File: src/rtl/wbe_pkg.sv
package wbe_pkg;
  typedef struct packed {
    logic load;     // latch count, address and length of a new burst
    logic advance;  // burst completed: move head, publish pop count
  } wbe_strobe_t;

  typedef enum logic [1:0] {ST_IDLE, ST_DELAY, ST_WAIT, ST_POST} wbe_state_t;
endpackage

File: src/rtl/wbe_timer.sv
module wbe_timer #(
  parameter int TMR_W   = 16,
  parameter bit RESTART = 1'b1
) (
  input  logic             clk,
  input  logic             rstN,
  input  logic             pktEvt,
  input  logic [TMR_W-1:0] delay,
  output logic             expire
);
  logic             runQ;
  logic [TMR_W-1:0] cntQ;
  logic             loadNow;

  assign loadNow = pktEvt && (RESTART || !runQ) && (delay != '0);
  assign expire  = runQ && (cntQ == TMR_W'(1)) && !(RESTART && pktEvt);

  always_ff @(posedge clk) begin
    if (!rstN) begin
      runQ <= 1'b0;
      cntQ <= '0;
    end else if (loadNow) begin
      runQ <= 1'b1;
      cntQ <= delay;
    end else if (runQ) begin
      if (cntQ == TMR_W'(1)) runQ <= 1'b0;
      else                   cntQ <= cntQ - 1'b1;
    end
  end

  AST_EXPIRE_SINGLE: assert property (@(posedge clk) disable iff (!rstN)
    expire && !pktEvt |=> !expire);
endmodule

File: src/rtl/wbe_dpath.sv
module wbe_dpath
  import wbe_pkg::*;
#(
  parameter int IDX_W      = 16,
  parameter int ADDR_W     = 32,
  parameter int DESC_BYTES = 16,
  localparam int SHIFT     = $clog2(DESC_BYTES),
  localparam int LEN_W     = IDX_W + SHIFT
) (
  input  logic              clk,
  input  logic              rstN,
  input  wbe_strobe_t       strb,
  input  logic [IDX_W-1:0]  usedCount,
  input  logic [IDX_W-1:0]  ringLen,
  input  logic [ADDR_W-1:0] ringBase,
  input  logic [IDX_W-1:0]  effMask,
  output logic              calcZero,
  output logic              calcClip,
  output logic [ADDR_W-1:0] dmaAddr,
  output logic [LEN_W-1:0]  dmaLen,
  output logic [IDX_W-1:0]  popCnt,
  output logic [IDX_W-1:0]  headOut
);
  logic [IDX_W-1:0] headQ, cntQ, calcCnt;
  logic [IDX_W:0]   reach, sumHead, wrapHead;

  always_comb begin
    reach    = {1'b0, usedCount} + {1'b0, headQ};
    calcClip = reach >= {1'b0, ringLen};
    calcCnt  = calcClip ? (ringLen - headQ) : (usedCount & ~effMask);
    calcZero = (calcCnt == '0);
    sumHead  = {1'b0, headQ} + {1'b0, cntQ};
    wrapHead = (sumHead >= {1'b0, ringLen}) ? (sumHead - {1'b0, ringLen}) : sumHead;
  end

  always_ff @(posedge clk) begin
    if (!rstN) begin
      headQ   <= '0;
      cntQ    <= '0;
      popCnt  <= '0;
      dmaAddr <= '0;
      dmaLen  <= '0;
    end else begin
      if (strb.load) begin
        cntQ    <= calcCnt;
        dmaAddr <= ringBase + (ADDR_W'(headQ) << SHIFT);
        dmaLen  <= LEN_W'(calcCnt) << SHIFT;
      end
      if (strb.advance) begin
        headQ  <= wrapHead[IDX_W-1:0];
        popCnt <= cntQ;
      end
    end
  end

  assign headOut = headQ;

  AST_HEAD_IN_RING: assert property (@(posedge clk) disable iff (!rstN)
    strb.advance |=> headOut < ringLen);
  AST_BURST_FITS: assert property (@(posedge clk) disable iff (!rstN)
    strb.load |=> ({1'b0, headOut} + {1'b0, cntQ}) <= {1'b0, ringLen});
endmodule

File: src/rtl/wbe_ctrl.sv
module wbe_ctrl
  import wbe_pkg::*;
#(
  parameter int IDX_W = 16,
  parameter int DLY_W = 8
) (
  input  logic             clk,
  input  logic             rstN,
  input  logic             wbReq,
  input  logic [IDX_W-1:0] wbMask,
  input  logic             tmrFire,
  input  logic             draining,
  input  logic [DLY_W-1:0] wbDelay,
  input  logic             dmaDone,
  input  logic             calcZero,
  input  logic             calcClip,
  output wbe_strobe_t      strb,
  output logic [IDX_W-1:0] effMask,
  output logic             dmaReq,
  output logic             popValid,
  output logic             busy,
  output logic             irqPost
);
  wbe_state_t       state;
  logic [DLY_W-1:0] dlyQ;
  logic [IDX_W-1:0] storedMask;
  logic             pendMore, redoQ;
  logic             anyReq, mergeHit;

  // Smallest mask among the redo, an external request and a timer expiry
  always_comb begin
    effMask = redoQ ? storedMask : '1;
    if (wbReq && (wbMask < effMask)) effMask = wbMask;
    if (tmrFire) effMask = '0;
    anyReq   = wbReq || tmrFire || redoQ;
    mergeHit = (state != ST_IDLE) && (wbReq || tmrFire) && (effMask < storedMask);
  end

  assign strb.load    = (state == ST_IDLE) && anyReq && !calcZero;
  assign strb.advance = (state == ST_WAIT) && dmaDone;
  assign busy         = (state != ST_IDLE);

  always_ff @(posedge clk) begin
    if (!rstN) begin
      state      <= ST_IDLE;
      dlyQ       <= '0;
      storedMask <= '0;
      pendMore   <= 1'b0;
      redoQ      <= 1'b0;
      dmaReq     <= 1'b0;
      popValid   <= 1'b0;
      irqPost    <= 1'b0;
    end else begin
      redoQ    <= 1'b0;
      dmaReq   <= 1'b0;
      popValid <= 1'b0;
      irqPost  <= tmrFire;
      if (mergeHit) begin
        storedMask <= effMask;
        pendMore   <= 1'b1;
      end
      unique case (state)
        ST_IDLE: if (anyReq) begin
          storedMask <= effMask;
          pendMore   <= calcClip;
          if (!calcZero) begin
            state <= ST_DELAY;
            dlyQ  <= wbDelay;
          end
        end
        ST_DELAY: begin
          if (dlyQ != '0) dlyQ <= dlyQ - 1'b1;
          else if (!draining) begin
            state  <= ST_WAIT;
            dmaReq <= 1'b1;
          end
        end
        ST_WAIT: if (dmaDone) begin
          state    <= ST_POST;
          popValid <= 1'b1;
        end
        ST_POST: begin
          state    <= ST_IDLE;
          redoQ    <= pendMore || mergeHit;
          pendMore <= 1'b0;
        end
        default: state <= ST_IDLE;
      endcase
    end
  end

  AST_ONE_BURST: assert property (@(posedge clk) disable iff (!rstN)
    dmaReq |=> !dmaReq);
  AST_DRAIN_HOLD: assert property (@(posedge clk) disable iff (!rstN)
    dmaReq |-> !$past(draining));
  AST_BUSY_AT_ISSUE: assert property (@(posedge clk) disable iff (!rstN)
    dmaReq |-> busy);
  AST_POP_AFTER_DONE: assert property (@(posedge clk) disable iff (!rstN)
    popValid |-> $past(dmaDone));
  AST_IDLE_NO_DMA: assert property (@(posedge clk) disable iff (!rstN)
    !busy |-> !dmaReq);
endmodule

File: src/rtl/desc_wb_engine.sv
module desc_wb_engine
  import wbe_pkg::*;
#(
  parameter int IDX_W      = 16,
  parameter int ADDR_W     = 32,
  parameter int DESC_BYTES = 16,
  parameter int DLY_W      = 8,
  parameter int TMR_W      = 16,
  localparam int LEN_W     = IDX_W + $clog2(DESC_BYTES)
) (
  input  logic              clk,
  input  logic              rstN,
  input  logic              wbReq,
  input  logic [IDX_W-1:0]  wbMask,
  input  logic [ADDR_W-1:0] ringBase,
  input  logic [IDX_W-1:0]  ringLen,
  input  logic [IDX_W-1:0]  usedCount,
  input  logic [DLY_W-1:0]  wbDelay,
  input  logic              draining,
  output logic              dmaReq,
  output logic [ADDR_W-1:0] dmaAddr,
  output logic [LEN_W-1:0]  dmaLen,
  input  logic              dmaDone,
  output logic              popValid,
  output logic [IDX_W-1:0]  popCnt,
  output logic [IDX_W-1:0]  headOut,
  output logic              busy,
  input  logic              pktEvt,
  input  logic [TMR_W-1:0]  pktDelay,
  input  logic [TMR_W-1:0]  absDelay,
  output logic              irqPost
);
  wbe_strobe_t      strb;
  logic [IDX_W-1:0] effMask;
  logic             calcZero, calcClip, tmrFire;
  logic [1:0]       tmrExp;

  // Timer 0 restarts per packet, timer 1 runs from the first packet
  for (genvar g = 0; g < 2; g++) begin : gTmr
    wbe_timer #(.TMR_W(TMR_W), .RESTART(g == 0)) uTmr (
      .clk    (clk),
      .rstN   (rstN),
      .pktEvt (pktEvt),
      .delay  ((g == 0) ? pktDelay : absDelay),
      .expire (tmrExp[g])
    );
  end
  assign tmrFire = |tmrExp;

  wbe_ctrl #(.IDX_W(IDX_W), .DLY_W(DLY_W)) uCtrl (
    .clk(clk), .rstN(rstN), .wbReq(wbReq), .wbMask(wbMask), .tmrFire(tmrFire),
    .draining(draining), .wbDelay(wbDelay), .dmaDone(dmaDone),
    .calcZero(calcZero), .calcClip(calcClip), .strb(strb), .effMask(effMask),
    .dmaReq(dmaReq), .popValid(popValid), .busy(busy), .irqPost(irqPost)
  );

  wbe_dpath #(.IDX_W(IDX_W), .ADDR_W(ADDR_W), .DESC_BYTES(DESC_BYTES)) uDpath (
    .clk(clk), .rstN(rstN), .strb(strb), .usedCount(usedCount), .ringLen(ringLen),
    .ringBase(ringBase), .effMask(effMask), .calcZero(calcZero), .calcClip(calcClip),
    .dmaAddr(dmaAddr), .dmaLen(dmaLen), .popCnt(popCnt), .headOut(headOut)
  );
endmodule

File: config.mk
export PLATFORM = sky130hd
export DESIGN_NAME = desc_wb_engine
export DESIGN_NICKNAME = d
export VERILOG_FILES = /design/src/rtl/wbe_pkg.sv /design/src/rtl/wbe_timer.sv /design/src/rtl/wbe_dpath.sv /design/src/rtl/wbe_ctrl.sv /design/src/rtl/desc_wb_engine.sv
export SDC_FILE = /design/constraint.sdc
export NUM_CORES = 1
export LEC_CHECK = 0
export BUFFER_PORTS_ARGS = -buffer_cell sky130_fd_sc_hd__buf_2
export CAP_MARGIN = 40
export CORE_ASPECT_RATIO = 1.4
export CORE_UTILIZATION = 50
export CTS_CLUSTER_SIZE = 14
export DETAILED_ROUTE_END_ITERATION = 7
export GPL_TIMING_DRIVEN = 0
export PLACE_DENSITY = 0.7
export SYNTH_ARGS = -nofsm -noshare
export SYNTH_HDL_FRONTEND = slang
export SYNTH_SLANG_ARGS = --single-unit
File: constraint.sdc
create_clock -name clk -period 7.1 [get_ports clk]
set_clock_uncertainty 0.15 [all_clocks]
set_input_delay 0.355 -clock clk [delete_from_list [all_inputs] [get_ports clk]]
set_output_delay 0.355 -clock clk [all_outputs]
set_load 0.02 [all_outputs]
==> results.rst, run 1 <==
.. list-table::
   :header-rows: 1

   * - Metric
     - Value
   * - Outcome
     - finished clean
   * - Portion of total power attributed to sequential cells
     - approximately a quarter
   * - Setup Fix Bufs, Post-CTS
     - 0
   * - Classification of the worst setup path
     - reg -> reg
   * - Mapped Cells
     - roughly 1.5k
   * - Number of hold buffers added after cts
     - 1
   * - Synth Area in Compound Gates
     - between 20% and 30%
   * - Biggest area contributors in the synthesized netlist
     - sky130_fd_sc_hd__dfxtp_1 24%, sky130_fd_sc_hd__ha_1 14%, sky130_fd_sc_hd__a21oi_1 5.3%, sky130_fd_sc_hd__nor2_1 4.2%, sky130_fd_sc_hd__nand2_1 3.9%
   * - Number of iterations in the first detailed-routing pass
     - 5
   * - Proportion of register bits with asynchronous set or reset after synthesis
     - 0%
   * - Area growth from synthesis to layout
     - 16.95%
   * - Cell-internal power
     - roughly 2700 uW
   * - CTS Buf Count
     - 17
   * - Number of max-cap violations
     - 0
   * - Cell Pwr Density
     - between 300 and 400 nW/um^2
   * - Initial Utilization
     - between 50% and 60%
   * - Buf/Inv on CP
     - 1
   * - Deepest clock path buffer count
     - 2
   * - Area of the die
     - 25200 sq um
   * - Placeable core area
     - 24060 sq um
   * - Per-instance average area after synthesis
     - 8.035 sq um
   * - Post-placement cell area
     - between 10000 and 15000 sq um
   * - Slowest stage cell on the critical path
     - sky130_fd_sc_hd__dfxtp_1
   * - Routability-driven placement congestion ratio
     - around 0.95
   * - Achievable frequency
     - between 0.15 and 0.2 GHz
   * - Clk sink count
     - 145
   * - Count of cell instances traversed by the critical path
     - 25
   * - Crit-path most repeated cell
     - sky130_fd_sc_hd__a21oi_1
   * - Number of max-slew violations in the final report
     - 0
   * - Violation count after the first detailed-routing iteration
     - 729
   * - Antenna violations before repair
     - 0
   * - Remaining global-route overflow
     - 0
   * - Adder-Cell Fraction of Synth Area
     - ~15%
   * - Leading cell types by count after synthesis
     - 145 x sky130_fd_sc_hd__dfxtp_1, 136 x sky130_fd_sc_hd__nor2_1, 135 x sky130_fd_sc_hd__ha_1
   * - Routed length per instance
     - about 19 um
   * - Met3 capacity usage during global routing
     - under 10%
   * - Worst Setup SP
     - uDpath.headOut[1]$_SDFFE_PN0P_
   * - Worst Setup EP
     - uDpath.dmaAddr[26]$_SDFFE_PN0P_
   * - Global Route met2 Usage
     - 56.34%
   * - Proportion of synthesized chip area in sequential cells
     - 23.64%
   * - Proportion of total power due to net switching
     - 44.73%
   * - Final setup viols
     - 0
   * - Place WS
     - roughly 0.65 ns
   * - Number of diodes added for antenna fixing
     - 0
   * - Vias in the first global route
     - roughly 12k
   * - FF-to-FF path depth
     - 25
   * - Clock power frac
     - 20.2%
   * - Main combinational cell family by area after synthesis
     - compound AO/OA/AOI/OAI gates
   * - Count of placed standard cells in the final layout, fillers left out
     - approximately 2.1k
   * - Via density per instance
     - around 6
   * - Residual antenna-violating net count after detailed routing
     - 0
   * - Fin nets
     - 2025
   * - Post-Syn Area
     - roughly 12000 sq um
   * - Most numerous cell in the Yosys netlist
     - sky130_fd_sc_hd__dfxtp_1
   * - Std cell rows
     - 67
   * - Number of cells in the design after placement
     - about 2.0k
   * - Crit path max fanout
     - 10
   * - H-tree depth reported by CTS
     - 4
   * - Worst slew slack as a fraction of its limit
     - 37.62%
   * - Fraction of final layout cells sized beyond drive strength 1
     - between 20% and 30%
   * - Setup repair after global routing missed its margin
     - no
   * - Final sum of negative setup slack
     - 0 ns
   * - Required time of the critical path
     - between 7 and 8 ns
   * - Total Routing Usage GR
     - 31.58%
   * - Insertion delay to the later sink of the worst-skew pair
     - 0.43 ns
   * - Root Buffer Master
     - sky130_fd_sc_hd__clkbuf_16
   * - TritonCTS clock tree
     - done
   * - Setup WS post-layout
     - ~0.50 ns
   * - Transition time at the pin with the least slew margin
     - 0.9316 ns
   * - Gr busiest metal
     - met2
   * - Multiplexer area fraction after synthesis
     - roughly 4.4%
   * - Flop and latch count out of synthesis
     - roughly 150
   * - Endpoints failing hold
     - 0
   * - Vertical die dimension
     - 187.4 um
   * - Net switching power
     - about 2200 uW
   * - Total routed wirelength
     - roughly 39 mm
   * - First-pass GRT wire length
     - between 60 and 70 mm
   * - Routing usage on met1
     - ~36%
   * - Capture point of the worst reg-to-reg path
     - uDpath.dmaAddr[26]$_SDFFE_PN0P_
   * - Count of warnings emitted by yosys
     - 0
   * - CP endpoint kind
     - register
   * - Largest incremental delay on the critical path
     - ~0.64 ns
   * - WP data arrival
     - 6.79 ns
   * - Class of the tightest hold or removal check
     - in -> reg
   * - Post-synthesis cell type with the largest combined area
     - sky130_fd_sc_hd__dfxtp_1
   * - Resized cells post-CTS
     - 0
   * - Startpoint type of the worst setup path
     - register
   * - Final critical-path share of the clock period
     - 92.89%
   * - Reported leakage power
     - roughly 0.0067 uW
   * - Critical path's top delay family
     - compound AO/OA/AOI/OAI gates
   * - Count of unique library cells instantiated by Yosys
     - 90
   * - Final critical path time including I/O delays and setup
     - 6.595 ns
   * - Worst min-delay path startpoint
     - ringBase[2]
   * - VDD IR-drop max
     - 0.2182 mV
   * - Total via count in the routed design
     - between 10k and 15k
   * - Total DRC errors in the routed layout
     - 0
   * - Area fraction in and, or, nand and nor cells after synthesis
     - between 10% and 20%
   * - Number of enable flip-flop cells after synthesis
     - 0
   * - Non-Filler Cell Area, Final
     - ~14000 sq um
   * - Part of the power in combinational logic
     - 54.7%
   * - Startpoint of the most critical register-to-register path
     - uDpath.headOut[1]$_SDFFE_PN0P_
   * - Ports
     - 214
   * - Die extent in x
     - 134.4 um
   * - XOR/XNOR share of the synthesized area
     - under 10%
   * - Yosys top cell area share
     - approximately a quarter
   * - Half-perimeter wire length of the detailed placement result
     - approximately 32 mm
   * - Worst R2R Setup Slack
     - 0.50 ns
   * - Clock-pin slew on the worst setup and hold paths
     - around 0.070 ns
   * - Pin count of the biggest net entering global routing
     - 17
   * - Primary flip-flop cell chosen by synthesis mapping
     - sky130_fd_sc_hd__dfxtp_1
   * - Number of input and output port buffers inserted
     - 208
-- area by class of cell --
cell class	count	area, sq um
sequential	145	2903
inverter	113	424.2
clock buffer	22	484.2
clock inverter	10	146.4
multi-input combinational	1209	8581
buffer	64	381.6
fill	2301	9701
timing repair buffer	209	1051
tap	310	387.9
-- power groups by stage --
stage               Combinational (uW)  Sequential (uW)  Clock [uW]
global placement                  2540             1210           0
floorplan                         1860             1270           0
finish                            2630             1210         974
global route                      2900             1230        1020
detailed placement                2580             1220           0
CTS                               2610             1200         981
-- logic make-up after synthesis --
logic type               Yosys count
flip-flops                       145
buffers and inverters            177
adder cells (fa/ha/maj)          140
multiplexers                      51
AND/OR/NAND/NOR                  476
AO/OA/AOI/OAI                    455
XOR/XNOR                          83
other                              1
-- sequential cells by signal (all words and copies together), names as in the netlist, 2 cells and up --
name              cells
gTmr.uTmr.cntQ       32
gTmr.uTmr.runQ        2
uCtrl.dlyQ            8
uCtrl.state           2
uCtrl.storedMask     16
uDpath.cntQ          16
uDpath.dmaAddr       32
uDpath.headOut       16
uDpath.popCnt        16
-- worst reg2reg max path, cell delays in order (launching register included) --
cell	delay, ns
sky130_fd_sc_hd__dfxtp_1	0.64
sky130_fd_sc_hd__ha_1	0.33
sky130_fd_sc_hd__a21o_1	0.19
sky130_fd_sc_hd__a21oi_1	0.26
sky130_fd_sc_hd__o21bai_1	0.10
sky130_fd_sc_hd__a21oi_1	0.23
sky130_fd_sc_hd__nor2b_1	0.07
sky130_fd_sc_hd__o21a_1	0.19
sky130_fd_sc_hd__o21a_1	0.21
sky130_fd_sc_hd__o41ai_1	0.59
sky130_fd_sc_hd__o2111ai_1	0.24
sky130_fd_sc_hd__a21oi_1	0.22
sky130_fd_sc_hd__xnor2_1	0.14
sky130_fd_sc_hd__ha_1	0.28
sky130_fd_sc_hd__nand4_1	0.09
sky130_fd_sc_hd__o211ai_1	0.10
sky130_fd_sc_hd__a21oi_1	0.14
sky130_fd_sc_hd__o21a_1	0.15
sky130_fd_sc_hd__o211ai_1	0.37
sky130_fd_sc_hd__a221oi_1	0.36
sky130_fd_sc_hd__o2111ai_1	0.15
sky130_fd_sc_hd__or3_4	0.41
sky130_fd_sc_hd__a21oi_4	0.29
sky130_fd_sc_hd__nor2_2	0.19
sky130_fd_sc_hd__buf_6	0.21
sky130_fd_sc_hd__a211oi_2	0.20
-- routing by layer --
metal	vias up	wire length, um
li1	6000	-
met1	5849	15570
met2	405	19750
met3	96	2222
met4	0	1882
met5	-	0
-- stage by stage --
step | util [%] | power, uW | hold slack, ns
3_5_place_dp | 57.02 | 3803 | 0.2940
3_3_place_gp | 57.02 | 3754 | 0.2909
4_1_cts | 59.68 | 4789 | 0.01312
5_1_grt | 59.68 | 5141 | 0.01802
2_1_floorplan | - | 3121 | 0.2826
6_report | 59.68 | 4815 | 0.02248
-- worst min path at each step --
stage / slack [ns] / cells after the start / end
5_1_grt: 0.02 / 3 / uDpath.dmaAddr[0]$_SDFFE_PN0P_
4_1_cts: 0.01 / 3 / uDpath.dmaAddr[2]$_SDFFE_PN0P_
2_1_floorplan: 0.28 / 1 / uCtrl.dmaReq$_SDFF_PP0_
3_3_place_gp: 0.29 / 2 / uDpath.popCnt[13]$_SDFFE_PN0P_
6_report: 0.02 / 3 / uDpath.dmaAddr[2]$_SDFFE_PN0P_
3_5_place_dp: 0.29 / 2 / uDpath.popCnt[14]$_SDFFE_PN0P_
-- placed cells by master (no fill, tap or decap), types with 34 or more instances in the layout --
cell type / synthesis / layout
sky130_fd_sc_hd__nand2_1: 126 / 126
sky130_fd_sc_hd__nor2_1: 136 / 136
sky130_fd_sc_hd__xor2_1: 34 / 34
sky130_fd_sc_hd__buf_2: 7 / 215
sky130_fd_sc_hd__o21ai_0: 79 / 79
sky130_fd_sc_hd__ha_1: 135 / 135
sky130_fd_sc_hd__mux2i_1: 34 / 34
sky130_fd_sc_hd__xnor2_1: 49 / 49
sky130_fd_sc_hd__dfxtp_1: 145 / 145
sky130_fd_sc_hd__nand3_1: 56 / 56
sky130_fd_sc_hd__inv_1: 111 / 111
sky130_fd_sc_hd__clkbuf_1: 36 / 37
sky130_fd_sc_hd__a21o_1: 35 / 35
sky130_fd_sc_hd__a21oi_1: 130 / 130
Power figures use the tool's default switching activity.
==> run 2: changes to the inputs <==
--- a/config.mk
+++ b/config.mk
@@ -8,11 +8,12 @@
 export BUFFER_PORTS_ARGS = -buffer_cell sky130_fd_sc_hd__buf_2
 export CAP_MARGIN = 40
 export CORE_ASPECT_RATIO = 1.4
-export CORE_UTILIZATION = 50
+export CORE_UTILIZATION = 35
 export CTS_CLUSTER_SIZE = 14
 export DETAILED_ROUTE_END_ITERATION = 7
 export GPL_TIMING_DRIVEN = 0
-export PLACE_DENSITY = 0.7
+export PLACE_DENSITY = 0.57
+export SETUP_SLACK_MARGIN = 0.1
 export SYNTH_ARGS = -nofsm -noshare
 export SYNTH_HDL_FRONTEND = slang
 export SYNTH_SLANG_ARGS = --single-unit
==> run 2 against run 1 <==
Against the previous run:
- final cell count grew 6.8%
- die area grew 42%
- worst setup slack gained 0.094 ns
- clock-buffer cell count shrank 1
- global-route usage shrank 7.8 points
- power grew 2.0%
- critical path depth shrank 2
- maximum frequency grew 1.4%
- largest power group unchanged
==> results.rst, run 2 (same netlist as run 1, synthesis figures left out) <==
.. list-table::
   :header-rows: 1

   * - Metric
     - Value
   * - Outcome
     - finished clean (unchanged)
   * - Achievable frequency
     - 0.1538 GHz (was 0.1516 GHz)
   * - Startpoint type of the worst setup path
     - register (unchanged)
   * - Number of input and output port buffers inserted
     - 208 (unchanged)
   * - Class of the tightest hold or removal check
     - in -> reg (unchanged)
   * - FILL cells
     - 3568 (was 2301)
   * - Die extent in x
     - 160.3 um (was 134.4 um)
   * - Pin count of the biggest net entering global routing
     - 17 (unchanged)
   * - Top Registers
     - gTmr.uTmr.cntQ x32, uDpath.dmaAddr x32 (unchanged)
   * - Total routed wirelength
     - 43.06 mm (was 39.42 mm)
   * - Fraction of final layout cells sized beyond drive strength 1
     - 20.40% (was 20.54%)
   * - Std cell rows
     - 80 (was 67)
   * - Total Routing Usage GR
     - 23.81% (was 31.58%)
   * - Required time of the critical path
     - 7.30 ns (about the same)
   * - Place WS
     - 0.5748 ns (was 0.6530 ns)
   * - Total via count in the routed design
     - 12.18k (was 12.35k)
   * - Classification of the worst setup path
     - reg -> reg (unchanged)
   * - Setup repair after global routing missed its margin
     - no (unchanged)
   * - Setup Fix Bufs, Post-CTS
     - 0 (unchanged)
   * - CTS Buf Count
     - 17 (unchanged)
   * - Residual antenna-violating net count after detailed routing
     - 0 (unchanged)
   * - Placeable core area
     - 34330 sq um (was 24060 sq um)
   * - Area of the die
     - 35840 sq um (was 25200 sq um)
   * - Initial Utilization
     - 35.76% (was 51.03%)
   * - Violation count after the first detailed-routing iteration
     - 673 (was 729)
   * - Total DRC errors in the routed layout
     - 0 (unchanged)
   * - Ports
     - 214 (unchanged)
   * - Routability-driven placement congestion ratio
     - 0.9140 (was 0.9464)
   * - Final sum of negative setup slack
     - 0 ns (unchanged)
   * - Number of max-slew violations in the final report
     - 0 (unchanged)
   * - Final setup viols
     - 0 (unchanged)
   * - Commonest non-fill, non-tap cell in the layout
     - sky130_fd_sc_hd__buf_2 (unchanged)
   * - Transition time at the pin with the least slew margin
     - 0.9520 ns (was 0.9316 ns)
   * - Worst slew slack as a fraction of its limit
     - 36.25% (was 37.62%)
   * - Crit path max fanout
     - 10 (unchanged)
   * - Root Buffer Master
     - sky130_fd_sc_hd__clkbuf_16 (unchanged)
   * - H-tree depth reported by CTS
     - 4 (unchanged)
   * - WP data arrival
     - 6.70 ns (was 6.79 ns)
   * - Number of iterations in the first detailed-routing pass
     - 6 (was 5)
   * - VDD IR-drop max
     - 0.1824 mV (was 0.2182 mV)
   * - First-pass GRT wire length
     - 65.44 mm (was 61.91 mm)
   * - Area growth from synthesis to layout
     - 18.69% (was 16.95%)
   * - Vias in the first global route
     - 11.89k (was 12.02k)
   * - Via density per instance
     - 5.479 (was 5.932)
   * - Half-perimeter wire length of the detailed placement result
     - 35.05 mm (was 31.65 mm)
   * - Endpoints failing hold
     - 0 (unchanged)
   * - Clock-pin slew on the worst setup and hold paths
     - 0.07 ns (about the same)
   * - Remaining global-route overflow
     - 0 (unchanged)
   * - Number of max-cap violations
     - 0 (unchanged)
   * - Clk sink count
     - 145 (unchanged)
   * - Routed length per instance
     - 19.37 um (was 18.94 um)
   * - Setup WS post-layout
     - 0.5985 ns (was 0.5048 ns)
   * - Final critical path time including I/O delays and setup
     - 6.501 ns (was 6.595 ns)
   * - Vertical die dimension
     - 223.6 um (was 187.4 um)
   * - Total area of multi-input combinational cells
     - 8588 sq um (was 8581 sq um)
   * - CP endpoint kind
     - register (unchanged)
   * - Register area
     - 2903 sq um (unchanged)
   * - Cell Pwr Density
     - 337.0 nW/um^2 (was 335.4 nW/um^2)
   * - Reported leakage power
     - 0.006729 uW (was 0.006715 uW)
   * - Fin nets
     - 2025 (unchanged)
   * - Top library cells by usage in the layout, fill and taps aside
     - 215 x sky130_fd_sc_hd__buf_2, 145 x sky130_fd_sc_hd__dfxtp_1, 136 x sky130_fd_sc_hd__nor2_1, 135 x sky130_fd_sc_hd__ha_1, 130 x sky130_fd_sc_hd__a21oi_1 (unchanged)
   * - Antenna violations before repair
     - 2 (was 0)
   * - Insertion delay to the later sink of the worst-skew pair
     - 0.44 ns (was 0.43 ns)
   * - Deepest clock path buffer count
     - 2 (unchanged)
   * - TritonCTS clock tree
     - done (unchanged)
   * - Final critical-path share of the clock period
     - 91.57% (was 92.89%)
==> run 2: cell count changes in the layout (fill, tap and decap cells not counted) <==
cell,before,now
sky130_fd_sc_hd__bufinv_16,3,6
sky130_fd_sc_hd__diode_2,0,2
sky130_fd_sc_hd__clkbuf_8,4,1
sky130_fd_sc_hd__clkinv_4,3,1
sky130_fd_sc_hd__clkbuf_1,37,39
sky130_fd_sc_hd__o41ai_2,1,2
sky130_fd_sc_hd__clkinv_2,1,0
sky130_fd_sc_hd__inv_6,2,1
sky130_fd_sc_hd__o41ai_1,2,1
==> run 2: final timing paths <==
check	from	cells past startpoint	slack (ns)	endpoint
setup / recovery	uDpath.headOut[1]$_SDFFE_PN0P_	23	0.60	uDpath.cntQ[2]$_SDFFE_PN0P_
hold / removal	ringBase[3]	3	0.02	uDpath.dmaAddr[3]$_SDFFE_PN0P_
setup reg to reg	uDpath.headOut[1]$_SDFFE_PN0P_	23	0.60	uDpath.cntQ[2]$_SDFFE_PN0P_
hold reg to reg	uDpath.popCnt[11]$_SDFFE_PN0P_	2	0.30	uDpath.popCnt[11]$_SDFFE_PN0P_
==> run 2: metal layers <==
metal | track usage, % | up-vias | share of wire [%]
met3 | 4.444 | 73 | 4.6
li1 | - | 6007 | -
met4 | 11.34 | 0 | 4.2
met2 | 44.52 | 298 | 52
met5 | 0 | - | 0
met1 | 25.50 | 5802 | 39
==> run 2: area by class of cell <==
type / count / area share, %
Sequential cell: 145 / 19.92
Antenna cell: 2 / 0.03434
Buffer: 64 / 2.619
Multi-Input combinational cell: 1209 / 58.93
Timing Repair Buffer: 209 / 7.212
Clock inverter: 9 / 1.408
Tap cell: 451 / 3.872
Clock buffer: 21 / 3.091
Inverter: 113 / 2.911
==> run 2: stage by stage <==
stage | hold slack, ns | instance area [sq um] | instances | total power, uW | util [%]
detailed placement | 0.2934 | 13890 | 2190 | 3854 | 40.47
global route | 0.02560 | 14570 | 2223 | 5235 | 42.45
floorplan | 0.2826 | 12290 | 1531 | 3121 | -
global placement | 0.2905 | 13890 | 2190 | 3812 | 40.47
finish | 0.01743 | 14570 | 2223 | 4912 | 42.45
CTS | 0.002742 | 14560 | 2221 | 4914 | 42.41
==> run 2: timing repair <==
action | in CTS | in global routing
hold buffers | 1 | 0
setup endpoints to repair | 0 | 36
gates resized for setup | 0 | 1
endpoints found under the hold margin | 1 | 0
==> run 2: power by group <==
part           internal [uW]  switching (uW)
registers                994             217
logic                   1070            1580
clock network            667             378
total                   2730            2180
==> run 2: worst max-delay path: stages, from the launching register on <==
cell and delay [ns]:
sky130_fd_sc_hd__dfxtp_1 0.64, sky130_fd_sc_hd__inv_1 0.33, sky130_fd_sc_hd__fa_1 0.51, sky130_fd_sc_hd__nor2b_1 0.17, sky130_fd_sc_hd__o31ai_1 0.11, sky130_fd_sc_hd__a21oi_1 0.33
sky130_fd_sc_hd__o2111ai_1 0.25, sky130_fd_sc_hd__o21ai_0 0.36, sky130_fd_sc_hd__a21o_1 0.17, sky130_fd_sc_hd__a21oi_1 0.07, sky130_fd_sc_hd__xnor2_1 0.19, sky130_fd_sc_hd__ha_1 0.29
sky130_fd_sc_hd__a21oi_1 0.15, sky130_fd_sc_hd__o211ai_1 0.10, sky130_fd_sc_hd__a21oi_1 0.16, sky130_fd_sc_hd__o21a_1 0.16, sky130_fd_sc_hd__o211ai_1 0.38, sky130_fd_sc_hd__a221oi_1 0.37
sky130_fd_sc_hd__o2111ai_1 0.17, sky130_fd_sc_hd__or3_4 0.42, sky130_fd_sc_hd__a21oi_4 0.31, sky130_fd_sc_hd__nor2_2 0.19, sky130_fd_sc_hd__buf_6 0.22, sky130_fd_sc_hd__a211oi_2 0.18
